$ cat src/rtl/rstr_pkg.sv
// Shared constants and types for the register string sequencer.
// Assumes a 32-bit word made of four 8-bit bytes, packed big-endian.
package rstr_pkg;
    localparam int WORD_W  = 32;
    localparam int BYTE_W  = 8;
    localparam int LANES   = WORD_W / BYTE_W;
    localparam int LANE_W  = $clog2(LANES);

    typedef enum logic {
        ST_IDLE = 1'b0,
        ST_XFER = 1'b1
    } rstr_state_e;
endpackage

$ cat src/rtl/rstr_ctrl.sv
// Sequencer control: accepts a command when idle, walks the address, the
// register index and the remaining count, and picks a word or byte access.
// Assumes the memory completes a request in the cycle mem_ready is high.
module rstr_ctrl
    import rstr_pkg::*;
#(
    parameter int ADDR_W = 32,
    parameter int CNT_W  = 8,
    parameter int REG_W  = 5
) (
    input  logic              clk,
    input  logic              rst_n,
    input  logic              cmd_valid,
    input  logic              cmd_store,
    input  logic              cmd_multi,
    input  logic [REG_W-1:0]  cmd_reg,
    input  logic [ADDR_W-1:0] cmd_addr,
    input  logic [CNT_W-1:0]  cmd_count,
    input  logic              mem_ready,
    output logic              busy,
    output logic              done,
    output logic              mem_req,
    output logic              mem_we,
    output logic              mem_byte,
    output logic [ADDR_W-1:0] mem_addr,
    output logic [REG_W-1:0]  cur_reg,
    output logic [LANE_W-1:0] lane,
    output logic              last_acc,
    output logic              start
);
    localparam logic [REG_W-1:0] REG_TOP = REG_W'((1 << REG_W) - 1);
    localparam logic [CNT_W-1:0] WORD_BYTES = CNT_W'(LANES);

    rstr_state_e       state_q;
    logic [ADDR_W-1:0] addr_q;
    logic [REG_W-1:0]  reg_q;
    logic [CNT_W-1:0]  rem_q;
    logic [LANE_W-1:0] lane_q;
    logic              multi_q;
    logic              store_q;
    logic              done_q;
    logic              is_word;
    logic              zero_cmd;
    logic              hs;

    // Decode the current access type and whether it is the final one.
    always_comb begin
        is_word  = multi_q | (rem_q >= WORD_BYTES);
        if (multi_q)
            last_acc = (reg_q == REG_TOP);
        else if (is_word)
            last_acc = (rem_q == WORD_BYTES);
        else
            last_acc = (rem_q == CNT_W'(1));
        start    = (state_q == ST_IDLE) & cmd_valid;
        zero_cmd = ~cmd_multi & (cmd_count == '0);
        hs       = (state_q == ST_XFER) & mem_ready;
    end

    // Advance the transfer state on each accepted access.
    always_ff @(posedge clk) begin
        if (!rst_n) begin
            state_q <= ST_IDLE;
            addr_q  <= '0;
            reg_q   <= '0;
            rem_q   <= '0;
            lane_q  <= '0;
            multi_q <= 1'b0;
            store_q <= 1'b0;
            done_q  <= 1'b0;
        end else begin
            done_q <= 1'b0;
            if (start) begin
                addr_q  <= cmd_addr;
                reg_q   <= cmd_reg;
                rem_q   <= cmd_count;
                lane_q  <= '0;
                multi_q <= cmd_multi;
                store_q <= cmd_store;
                if (zero_cmd)
                    done_q <= 1'b1;
                else
                    state_q <= ST_XFER;
            end else if (hs) begin
                if (is_word) begin
                    addr_q <= addr_q + ADDR_W'(LANES);
                    reg_q  <= reg_q + REG_W'(1);
                    if (!multi_q)
                        rem_q <= rem_q - WORD_BYTES;
                end else begin
                    addr_q <= addr_q + ADDR_W'(1);
                    rem_q  <= rem_q - CNT_W'(1);
                    lane_q <= lane_q + LANE_W'(1);
                end
                if (last_acc) begin
                    state_q <= ST_IDLE;
                    done_q  <= 1'b1;
                end
            end
        end
    end

    assign busy     = (state_q == ST_XFER);
    assign done     = done_q;
    assign mem_req  = busy;
    assign mem_we   = busy & store_q;
    assign mem_byte = busy & ~is_word;
    assign mem_addr = addr_q;
    assign cur_reg  = reg_q;
    assign lane     = lane_q;

    // a stalled request holds its attributes
    p_req_hold_r9: assert property (@(posedge clk) disable iff (!rst_n)
        (mem_req && !mem_ready) |=> (mem_req && $stable(mem_addr)
                                     && $stable(mem_we) && $stable(mem_byte)));

    // word accesses step the address by a word
    p_word_step_r2: assert property (@(posedge clk) disable iff (!rst_n)
        (mem_req && mem_ready && !mem_byte && !last_acc)
            |=> (mem_addr == $past(mem_addr) + ADDR_W'(LANES)));

    // byte accesses step the address by one
    p_byte_step_r3: assert property (@(posedge clk) disable iff (!rst_n)
        (mem_req && mem_ready && mem_byte && !last_acc)
            |=> (mem_addr == $past(mem_addr) + ADDR_W'(1)));

    // the register index wraps past the top register
    p_reg_wrap_r6: assert property (@(posedge clk) disable iff (!rst_n)
        (mem_req && mem_ready && !mem_byte && !last_acc && cur_reg == REG_TOP)
            |=> (cur_reg == '0));

    // done follows the final handshake and only when idle
    p_done_after_last_r10: assert property (@(posedge clk) disable iff (!rst_n)
        (mem_req && mem_ready && last_acc) |=> (done && !busy));

    p_done_idle_r10: assert property (@(posedge clk) disable iff (!rst_n)
        done |-> !busy);
endmodule

$ cat src/rtl/rstr_lane.sv
// Byte-lane datapath: packs tail bytes of a load from the top byte down with
// zero fill, and picks the matching tail byte of a store. Assumes the lane
// index counts 0,1,2 over the tail bytes of one transfer.
module rstr_lane
    import rstr_pkg::*;
(
    input  logic              clk,
    input  logic              rst_n,
    input  logic              clr,
    input  logic              byte_ld_hs,
    input  logic              tail,
    input  logic              store,
    input  logic [LANE_W-1:0] lane,
    input  logic [WORD_W-1:0] mem_rdata,
    input  logic [WORD_W-1:0] rf_rdata,
    output logic [WORD_W-1:0] mem_wdata,
    output logic [WORD_W-1:0] load_word
);
    localparam int SH_W = $clog2(WORD_W);

    logic [WORD_W-1:0] acc_q;
    logic [SH_W-1:0]   byte_sh;
    logic [WORD_W-1:0] placed_in;
    logic [BYTE_W-1:0] st_byte;

    // Bit offset of the current tail lane: top byte first.
    always_comb begin
        byte_sh   = SH_W'(WORD_W - BYTE_W) - SH_W'({lane, 3'b000});
        placed_in = {{(WORD_W-BYTE_W){1'b0}}, mem_rdata[BYTE_W-1:0]} << byte_sh;
        st_byte   = BYTE_W'(rf_rdata >> byte_sh);
        load_word = tail ? (acc_q | placed_in) : mem_rdata;
        if (!store)
            mem_wdata = '0;
        else if (tail)
            mem_wdata = {{(WORD_W-BYTE_W){1'b0}}, st_byte};
        else
            mem_wdata = rf_rdata;
    end

    // Collect tail bytes of a load until the last one is written.
    always_ff @(posedge clk) begin
        if (!rst_n)
            acc_q <= '0;
        else if (clr)
            acc_q <= '0;
        else if (byte_ld_hs)
            acc_q <= acc_q | placed_in;
    end

    // a packed tail never reaches the lowest byte of the register
    p_tail_low_zero_r4: assert property (@(posedge clk) disable iff (!rst_n)
        (tail && !store) |-> (load_word[BYTE_W-1:0] == '0));

    // a store tail drives only the low byte lane
    p_store_tail_narrow_r5: assert property (@(posedge clk) disable iff (!rst_n)
        (tail && store) |-> (mem_wdata[WORD_W-1:BYTE_W] == '0));
endmodule

$ cat src/rtl/rstr_seq.sv
// Top of the register string sequencer: joins the control walk with the
// byte-lane datapath and drives the register-file port. Assumes the register
// file reads combinationally and writes on the clock edge.
module rstr_seq
    import rstr_pkg::*;
#(
    parameter int ADDR_W = 32,
    parameter int CNT_W  = 8,
    parameter int REG_W  = 5
) (
    input  logic              clk,
    input  logic              rst_n,
    input  logic              cmd_valid,
    input  logic              cmd_store,
    input  logic              cmd_multi,
    input  logic [REG_W-1:0]  cmd_reg,
    input  logic [ADDR_W-1:0] cmd_addr,
    input  logic [CNT_W-1:0]  cmd_count,
    output logic              busy,
    output logic              done,
    output logic              mem_req,
    output logic              mem_we,
    output logic              mem_byte,
    output logic [ADDR_W-1:0] mem_addr,
    output logic [WORD_W-1:0] mem_wdata,
    input  logic [WORD_W-1:0] mem_rdata,
    input  logic              mem_ready,
    output logic [REG_W-1:0]  rf_raddr,
    input  logic [WORD_W-1:0] rf_rdata,
    output logic              rf_we,
    output logic [REG_W-1:0]  rf_waddr,
    output logic [WORD_W-1:0] rf_wdata
);
    logic [REG_W-1:0]  cur_reg;
    logic [LANE_W-1:0] lane;
    logic              last_acc;
    logic              start;
    logic              hs_load;

    rstr_ctrl #(
        .ADDR_W (ADDR_W),
        .CNT_W  (CNT_W),
        .REG_W  (REG_W)
    ) u_ctrl (
        .clk       (clk),
        .rst_n     (rst_n),
        .cmd_valid (cmd_valid),
        .cmd_store (cmd_store),
        .cmd_multi (cmd_multi),
        .cmd_reg   (cmd_reg),
        .cmd_addr  (cmd_addr),
        .cmd_count (cmd_count),
        .mem_ready (mem_ready),
        .busy      (busy),
        .done      (done),
        .mem_req   (mem_req),
        .mem_we    (mem_we),
        .mem_byte  (mem_byte),
        .mem_addr  (mem_addr),
        .cur_reg   (cur_reg),
        .lane      (lane),
        .last_acc  (last_acc),
        .start     (start)
    );

    // A completed handshake of a load access.
    assign hs_load = mem_req & mem_ready & ~mem_we;

    rstr_lane u_lane (
        .clk        (clk),
        .rst_n      (rst_n),
        .clr        (start),
        .byte_ld_hs (hs_load & mem_byte),
        .tail       (mem_byte),
        .store      (mem_we),
        .lane       (lane),
        .mem_rdata  (mem_rdata),
        .rf_rdata   (rf_rdata),
        .mem_wdata  (mem_wdata),
        .load_word  (rf_wdata)
    );

    // Register-file port: read and write the current register.
    always_comb begin
        rf_raddr = cur_reg;
        rf_waddr = cur_reg;
        rf_we    = hs_load & (~mem_byte | last_acc);
    end

    // register writes only happen on a completed load handshake
    p_rf_we_hs_r12: assert property (@(posedge clk) disable iff (!rst_n)
        rf_we |-> (mem_req && mem_ready && !mem_we));

    // no request while the block reports idle
    p_idle_quiet_r11: assert property (@(posedge clk) disable iff (!rst_n)
        !busy |-> (!mem_req && !rf_we));
endmodule

$ cat config.mk
export PLATFORM = sky130hd
export DESIGN_NAME = rstr_seq
export DESIGN_NICKNAME = d
export VERILOG_FILES = /design/src/rtl/rstr_pkg.sv /design/src/rtl/rstr_ctrl.sv /design/src/rtl/rstr_lane.sv /design/src/rtl/rstr_seq.sv
export SDC_FILE = /design/constraint.sdc
export NUM_CORES = 1
export LEC_CHECK = 0
export BUFFER_PORTS_ARGS = -buffer_cell sky130_fd_sc_hd__buf_2
export CAP_MARGIN = 20
export CORE_MARGIN = 2
export CORE_UTILIZATION = 35
export DETAILED_ROUTE_END_ITERATION = 8
export PLACE_DENSITY = 0.76
export SLEW_MARGIN = 5
export SYNTH_ARGS = -nofsm -noshare
export SYNTH_HDL_FRONTEND = slang
export SYNTH_SLANG_ARGS = --single-unit
$ cat constraint.sdc
create_clock -name clk -period 2.2 [get_ports clk]
set_clock_uncertainty 0.1 [all_clocks]
set_input_delay 0.22 -clock clk [delete_from_list [all_inputs] [get_ports clk]]
set_output_delay 0.22 -clock clk [all_outputs]
set_load 0.05 [all_outputs]
==> out/metrics.csv, run 1 <==
metric,value,unit
first_pass_iters,5,
via_per_inst,5.52,
pwr-share-seq,29.8,%
clock-root-buffer,clkbuf_16,
hold_slack,0.0121,ns
finalSetupViolations,60,
avgSynthCellArea,7.85,µm²
violations,setup timing,
hold_buffers,0,
yosys_most_used_dff,dfxtp_1,
crit_fanout,7,
fin_nets,1039,
rsz0062_at_grt,true,
critical_path.slowest_cell,dfxtp_2,
switching_power,0.00198,W
n_fill_cell,1062,
cp.arrival,2.22,ns
grt_max_degree,31,
worstSetupEndpointType,output port,
irDropWorstVdd,0.383,mV
dpl.hpwl,12.8,mm
antenna_found_initial,1,
gp_congestion,0.877,
syn_nets,751,
ios,227,
die_w,123,µm
die_y,123,µm
crit_type,reg2out,
hp-class,in2reg,
grtUsageTotal,24.7,%
status,finished with violations,
yosys_warnings,0,
tns,-14.11,ns
drive_above_1_share,56.4,%
slew_headroom,54.8,%
pwr-share-comb,38.2,%
portBuffers,226,
cts_sinks,83,
drt_iter0_drc,362,
maxCapViolations,0,
final_area,8940,µm²
fin_crit_sh,115,%
num_rows,43,
hold_violations,0,
area_delta_synth_final,81.9,%
drtAntennaViolNets,0,
clk_latency,0.34,ns
tightest_slew,0.677,ns
synth-seq-area-share,33.8,%
syn_inst,626,
leakagePower,3.63,nW
p_sw_share,35.5,%
pwr-share-clk,32.0,%
routedWlPerCell,17.8,µm
critical_path.cell_chain,inv_4 > ha_2 > a21bo_4 > nor3_4 > nand2_4 > clkinv_8 > buf_12 > buf_16 > nor2_1 > a21oi_4 > buf_6,
cp_top_family,buffers and inverters,
synth-edff-count,0,
syn_area,4910,µm²
clockBufferDepth,2,
core,13800,µm²
gr-total-overflow,0,
place_area,7140,µm²
p_per_area,624,nW/µm²
layout_setup_ws,-0.337,ns
vias,6070,
post-route-min-period,2.54,ns
ys_ff_latch,83,
final_cell_mix,"buf_2 (160), a21oi_1 (77), buf_4 (67), dfxtp_1 (65), nor2_1 (54)",
cts_tree,built,
critPathMaxStageDelay,0.36,ns
crit_buf_inv,5,
synth.distinct_cells,59,
cp.required,1.88,ns
die_area,15000,µm²
h-tree-depth,3,
async_flop_share,0,%
path_clk_slew,0.07,ns
p_int,0.00360,W
timing.fmax,394,MHz
grt_pass1_vias,5810,
post-route-drc-count,0,
cts_made_buffers,9,
grt_pass1_wl,29.3,mm
wirelength,19.6,mm
start_util,35.7,%
p_total,0.00558,W
start_kind,flip-flop,
report.final.slew_viol_count,0,
layout_commonest_cell,buf_2,
==> cell type report <==
class	instances	area, µm²	share of cell area (%)
clock buffer	10	239	2.67
sequential	83	1690	18.9
clock inverter	6	113	1.26
timing repair buffer	330	2760	30.9
timing repair inverter	1	16.3	0.182
multi-input combinational	476	3820	42.8
inverter	13	67.6	0.756
tap	180	225	2.52
antenna	1	2.50	0.0280
==> tightest hold or removal path: cells and delay by family <==
kind	cells	cell delay, ns
buf+inv	1	0.08
compound gates	1	0.06
simple gates	1	0.06
==> path summary, 6_finish.rpt <==
kind	start	endpoint	slack [ns]	cells past startpoint
worst max-delay path	u_ctrl.rem_q[3]	rf_wdata[10]	-0.34	11
worst min-delay path	cmd_addr[6]	u_ctrl.mem_addr[6]	0.01	3
worst max register to register	u_ctrl.rem_q[2]	u_ctrl.mem_addr[29]	0.05	11
worst min register to register	u_lane.acc_q[29]	u_lane.acc_q[29]	0.37	2
==> synthesized netlist by cell type (all sizes together), types with 2 or more instances <==
cell type    n  share of area, %
or3          5              0.66
nor3        11               1.6
clkbuf      26               2.0
a211oi       7               1.1
nor3b        7               1.3
a311oi       3              0.53
a32oi        2              0.36
or4          7               1.2
a22oi        3              0.46
dfxtp       83                34
a31oi       10               1.3
xnor2       15               2.7
nand2b       2              0.25
nand3       15               1.5
nand4       11               1.5
o21ai       43               4.4
inv         12              0.92
o31ai        5              0.76
and4         2              0.36
nor2        83               6.3
xor2         9               1.6
buf         28               3.2
nor2b        3              0.38
nor4b        2              0.79
ha          10               2.5
nor4        10               2.4
and3        27               3.4
o22ai        8               1.0
a22o         8               1.4
nand2       33               2.5
o211ai       3              0.46
a21oi      113                12
mux4         8               3.7
==> logic make-up after synthesis <==
family	synth area share, %
mux	3.67
buf+inv	6.16
xor+xnor	4.28
flops	33.8
simple gates	24.6
compound gates	24.9
fa+ha+maj	2.55
==> per-layer routing <==
metal / GRT usage, % / vias to the layer above / part of all wire (%)
li1: - / 2867 / -
met1: 29.7 / 2905 / 40
met2: 42.8 / 250 / 50
met3: 4.18 / 48 / 6.5
met4: 11.8 / 0 / 3.4
met5: 0 / - / 0
==> per-stage QoR <==
step	utilization (%)	worst slack [ns]	std cells
after floorplan	-	-0.0809	626
after global placement	51.8	-0.0898	1052
after detailed placement	51.8	-0.171	1052
after CTS	62.0	-0.353	1090
after global routing	64.9	-0.414	1100
final	64.9	-0.337	1100
==> what timing repair did <==
item / CTS / global route
pin swaps: 29 / 36
cloned: 7 / 0
setup endpoints to repair: 68 / 116
buffers inserted: 15 / 12
resized for setup: 222 / 74
==> power groups by stage <==
| stage | Clock, W | Combinational [W] | Sequential (W) |
|---|---|---|---|
| after floorplan | 0 | 0.000947 | 0.00188 |
| after global placement | 0 | 0.00162 | 0.00169 |
| after detailed placement | 0 | 0.00163 | 0.00169 |
| after CTS | 0.00179 | 0.00198 | 0.00166 |
| after global routing | 0.00187 | 0.00224 | 0.00168 |
| final | 0.00178 | 0.00213 | 0.00166 |
Note: power is estimated with default switching activity, not from simulation.
==> run 2, diff against run 1 <==
--- a/config.mk
+++ b/config.mk
@@ -15,3 +15,4 @@
 export SYNTH_ARGS = -nofsm -noshare
 export SYNTH_HDL_FRONTEND = slang
 export SYNTH_SLANG_ARGS = --single-unit
+export TNS_END_PERCENT = 20
==> constraint.sdc (replaced) <==
create_clock -name clk -period 2.2 [get_ports clk]
set_clock_uncertainty 0.1 [all_clocks]
set_input_delay 0.11 -clock clk [delete_from_list [all_inputs] [get_ports clk]]
set_output_delay 0.11 -clock clk [all_outputs]
set_load 0.05 [all_outputs]
==> out/metrics.csv, run 2 (synthesis results as in run 1) <==
metric,value,unit
status,finished with violations,
violations,setup timing,
core,13800,µm²
routedWlPerCell,16.8,µm
start_kind,flip-flop,
drtAntennaViolNets,0,
die_y,123,µm
dp_cells,1030,
fin_nets,1037,
gp_congestion,0.911,
hold_violations,0,
crit_path_start,u_ctrl.rem_q[3],
post-route-drc-count,0,
slew_headroom,56.8,%
clock-root-buffer,clkbuf_16,
final_cell_count_no_fill,1098,
cts_sinks,83,
final_cell_mix,"buf_2 (182), a21oi_1 (89), dfxtp_1 (70), nor2_1 (62), buf_4 (55)",
grt_pass1_wl,28.3,mm
ios,227,
place_ws,-0.0347,ns
worstSetupEndpointType,output port,
irDropWorstVdd,0.357,mV
cp.arrival,2.14,ns
die_w,123,µm
p_per_area,639,nW/µm²
num_rows,43,
die_area,15000,µm²
area_delta_synth_final,64.2,%
dpl.hpwl,12.3,mm
reg2reg_from,u_ctrl.rem_q[3],
drt_iter0_drc,390,
cts_made_buffers,9,
leakagePower,3.45,nW
layout_setup_ws,-0.149,ns
tightest_slew,0.646,ns
report.final.slew_viol_count,0,
drive_above_1_share,45.1,%
crit_type,reg2out,
cts_tree,built,
grtUsageTotal,23.8,%
crit_fanout,8,
hold_path.startpoint,cmd_addr[3],
start_util,35.7,%
timing.fmax,426,MHz
h-tree-depth,3,
clk_latency,0.33,ns
grt_pass1_vias,5754,
antenna_found_initial,0,
wirelength,18.4,mm
cp.required,1.99,ns
post-route-min-period,2.35,ns
vias,6100,
hp-class,in2reg,
finalSetupViolations,43,
fin_crit_sh,107,%
clockBufferDepth,2,
layout_commonest_cell,buf_2,
fin_util,58.6,%
final_area,8070,µm²
rsz0062_at_grt,true,
path_clk_slew,0.06,ns
place_area,6730,µm²
first_pass_iters,5,
gr-total-overflow,0,
hold_slack,0.00924,ns
via_per_inst,5.56,
grt_max_degree,49,
maxCapViolations,0,
portBuffers,226,
-- run 2: worst max-delay path, stage by stage (launching register included) --
cell and delay [ns]:
dfxtp_2 0.33, inv_2 0.06, ha_2 0.19, a21bo_2 0.24
nor3_4 0.21, nand2_4 0.10, clkinv_8 0.12, buf_8 0.16
o22ai_1 0.09, nor2_2 0.11, buf_6 0.17
-- run 2: report_power, final --
group | internal, W | total [W] | leakage (nW) | switching [W]
combinational | 0.000704 | 0.00184 | 2.60 | 0.00114
clock | 0.00103 | 0.00165 | 0.163 | 0.000622
sequential | 0.00158 | 0.00166 | 0.683 | 0.0000802
total | 0.00331 | 0.00515 | 3.45 | 0.00184
-- run 2: timing repair --
item | 4_1_cts | 5_1_grt
gates resized for setup | 118 | 29
pin swaps | 7 | 4
hold buffers | 35 | 0
buffers inserted | 10 | 3
endpoints found under the hold margin | 35 | 0
endpoints found under the setup margin | 67 | 95
cloned | 3 | 0
-- run 2: metal layers --
metal | vias up | share of wire, % | track usage [%]
li1 | 2870 | - | -
met1 | 2858 | 40 | 28.4
met2 | 307 | 49 | 40.4
met3 | 65 | 6.8 | 3.86
met4 | 0 | 4.3 | 13.9
met5 | - | 0 | 0
-- run 2: worst paths after layout --
check	to	slack, ns	cells after the start
setup / recovery	mem_wdata[0]	-0.15	10
hold reg to reg	u_lane.acc_q[22]	0.37	2
hold / removal	u_ctrl.mem_addr[3]	0.009	3
setup reg to reg	u_ctrl.mem_addr[17]	0.01	8
-- run 2: final cells by class --
| cell class | instances | area (µm²) |
|---|---|---|
| Multi-Input combinational cell | 476 | 3350 |
| Inverter | 13 | 61.3 |
| Clock buffer | 10 | 239 |
| Sequential cell | 83 | 1680 |
| Antenna cell | 1 | 2.50 |
| Tap cell | 180 | 225 |
| Clock inverter | 6 | 87.6 |
| Fill cell | 1159 | 5700 |
| Timing Repair Buffer | 329 | 2420 |
-- run 2: stage by stage --
stage	power, W	setup TNS, ns
2_1_floorplan	0.00276	-1.56
3_3_place_gp	0.00320	0
3_5_place_dp	0.00322	-0.0347
4_1_cts	0.00511	-5.21
5_1_grt	0.00534	-11.34
6_report	0.00515	-4.46
==> run 3, diff against run 2 <==
--- a/config.mk
+++ b/config.mk
@@ -10,6 +10,7 @@
 export CORE_MARGIN = 2
 export CORE_UTILIZATION = 35
 export DETAILED_ROUTE_END_ITERATION = 8
+export HOLD_SLACK_MARGIN = 0.08
 export PLACE_DENSITY = 0.76
 export SLEW_MARGIN = 5
 export SYNTH_ARGS = -nofsm -noshare
==> out/metrics.csv, run 3 (synthesis results as in run 1) <==
metric,value,unit
cp.required,1.99,ns
fin_nets,1062,
hold_end,u_ctrl.mem_addr[4],
routedWlPerCell,17.6,µm
leakagePower,3.56,nW
switching_power,0.00189,W
p_total,0.00524,W
path_clk_slew,0.06,ns
post-route-min-period,2.39,ns
report.final.slew_viol_count,0,
clk_latency,0.34,ns
seqCellArea,1680,µm²
grt_pass1_wl,29.4,mm
area_delta_synth_final,69.5,%
post-route-drc-count,0,
first_pass_iters,5,
core,13800,µm²
multi_input_area,3350,µm²
status,finished with violations,
num_rows,43,
pwr-share-comb,36.4,%
final_cell_mix,"buf_2 (182), a21oi_1 (89), dfxtp_1 (70), nor2_1 (62), buf_4 (57)",
die_area,15000,µm²
reg2reg_slack,-0.01,ns
fin_crit_sh,108,%
gr-total-overflow,0,
hold_slack,0.107,ns
crit_fanout,7,
cts_tree,built,
drtAntennaViolNets,0,
pwr-share-seq,31.7,%
layout_setup_ws,-0.186,ns
pwr-share-clk,31.8,%
grtUsageTotal,24.8,%
p_per_area,630,nW/µm²
timing.fmax,419,MHz
cp.arrival,2.18,ns
clock-root-buffer,clkbuf_16,
via_per_inst,5.60,
tightest_slew,0.605,ns
h-tree-depth,3,
r2r.worst_path.cells,8,
layout_commonest_cell,buf_2,
p_int,0.00335,W
antenna_found_initial,0,
ios,227,
maxCapViolations,0,
grt_pass1_vias,5892,
drt_iter0_drc,464,
start_util,35.7,%
irDropWorstVdd,0.361,mV
grt_max_degree,49,
clockBufferDepth,2,
p_sw_share,36.1,%
vias,6283,
dpl.hpwl,12.3,mm
violations,setup timing,
place_area,6730,µm²
reg2reg_from,u_ctrl.rem_q[3],
wirelength,19.8,mm
rsz0062_at_grt,true,
n_antenna_cell,0,
cts_sinks,83,
drive_above_1_share,44.3,%
final_area,8330,µm²
worstSetupEndpointType,output port,
r2r-end,u_ctrl.mem_addr[17],
holdPathStages,3,
gp_congestion,0.911,
crit_type,reg2out,
finalSetupViolations,65,
portBuffers,226,
slew_headroom,59.5,%
cts_made_buffers,9,
start_kind,flip-flop,
n_fill_cell,1116,
hp-class,in2reg,
hold_violations,0,
die_y,123,µm
place_ws,-0.0347,ns
die_w,123,µm
hold_path.startpoint,cmd_addr[4],
## run 3: worst max-delay path by stage
stage / to / startpoint / slack [ns] / cells past startpoint
after floorplan: u_ctrl.mem_addr[17] / u_ctrl.mem_addr[4] / -0.06 / 5
after global placement: rf_we / u_ctrl.rem_q[7] / 0.006 / 6
after detailed placement: u_ctrl.mem_addr[11] / u_ctrl.rem_q[3] / -0.03 / 8
after CTS: rf_wdata[7] / u_ctrl.rem_q[7] / -0.16 / 7
after global routing: rf_wdata[23] / u_ctrl.rem_q[7] / -0.26 / 8
final: rf_wdata[23] / u_ctrl.rem_q[3] / -0.19 / 10
## run 3: critical path, cell delays in order, from the launching register on
cell and delay, ns:
dfxtp_2 0.34, inv_2 0.06, ha_2 0.19, a21bo_2 0.24
nor3_4 0.21, nand2_4 0.13, inv_6 0.13, buf_16 0.13
nor2_1 0.07, a21oi_4 0.15, buf_6 0.18
## run 3: per-stage QoR
stage / TNS (ns) / utilization, % / cells
after global placement: 0 / 48.9 / 1030
after CTS: -5.21 / 59.1 / 1115
final: -6.08 / 60.5 / 1122
after detailed placement: -0.0347 / 48.9 / 1030
after floorplan: -1.56 / - / 626
after global routing: -11.08 / 60.5 / 1122
## run 3: repair_timing
action / CTS / global route
pin swaps: 7 / 3
gates resized for setup: 118 / 30
setup endpoints to repair: 67 / 97
hold endpoints to repair: 81 / 0
hold buffers: 56 / 0
cloned: 3 / 2
setup buffers: 10 / 5
## run 3: layout make-up
| class | count | share of cell area [%] |
|---|---|---|
| well taps | 180 | 2.70 |
| inverters | 13 | 0.736 |
| multi-input cells | 476 | 40.2 |
| clock inverters | 6 | 1.05 |
| repair inverters | 1 | 0.105 |
| clock buffers | 10 | 2.87 |
| repair buffers | 353 | 32.2 |
| flip-flops and latches | 83 | 20.1 |
## run 3: power by group through the flow
stage          Combinational [W]  Sequential [W]  Clock, W
6_report                 0.00191         0.00166   0.00167
5_1_grt                  0.00200         0.00168   0.00173
4_1_cts                  0.00180         0.00166   0.00168
3_5_place_dp             0.00153         0.00169         0
3_3_place_gp             0.00152         0.00169         0
2_1_floorplan           0.000882         0.00188         0
## run 3: layer usage
metal | routed length, µm | track usage [%] | share of wire [%] | up-vias
li1 | - | - | - | 2907
met3 | 1380 | 3.90 | 7.0 | 77
met4 | 891 | 14.4 | 4.5 | 0
met1 | 7890 | 29.3 | 40 | 2968
met5 | 0 | 0 | 0 | -
met2 | 9640 | 42.3 | 49 | 331
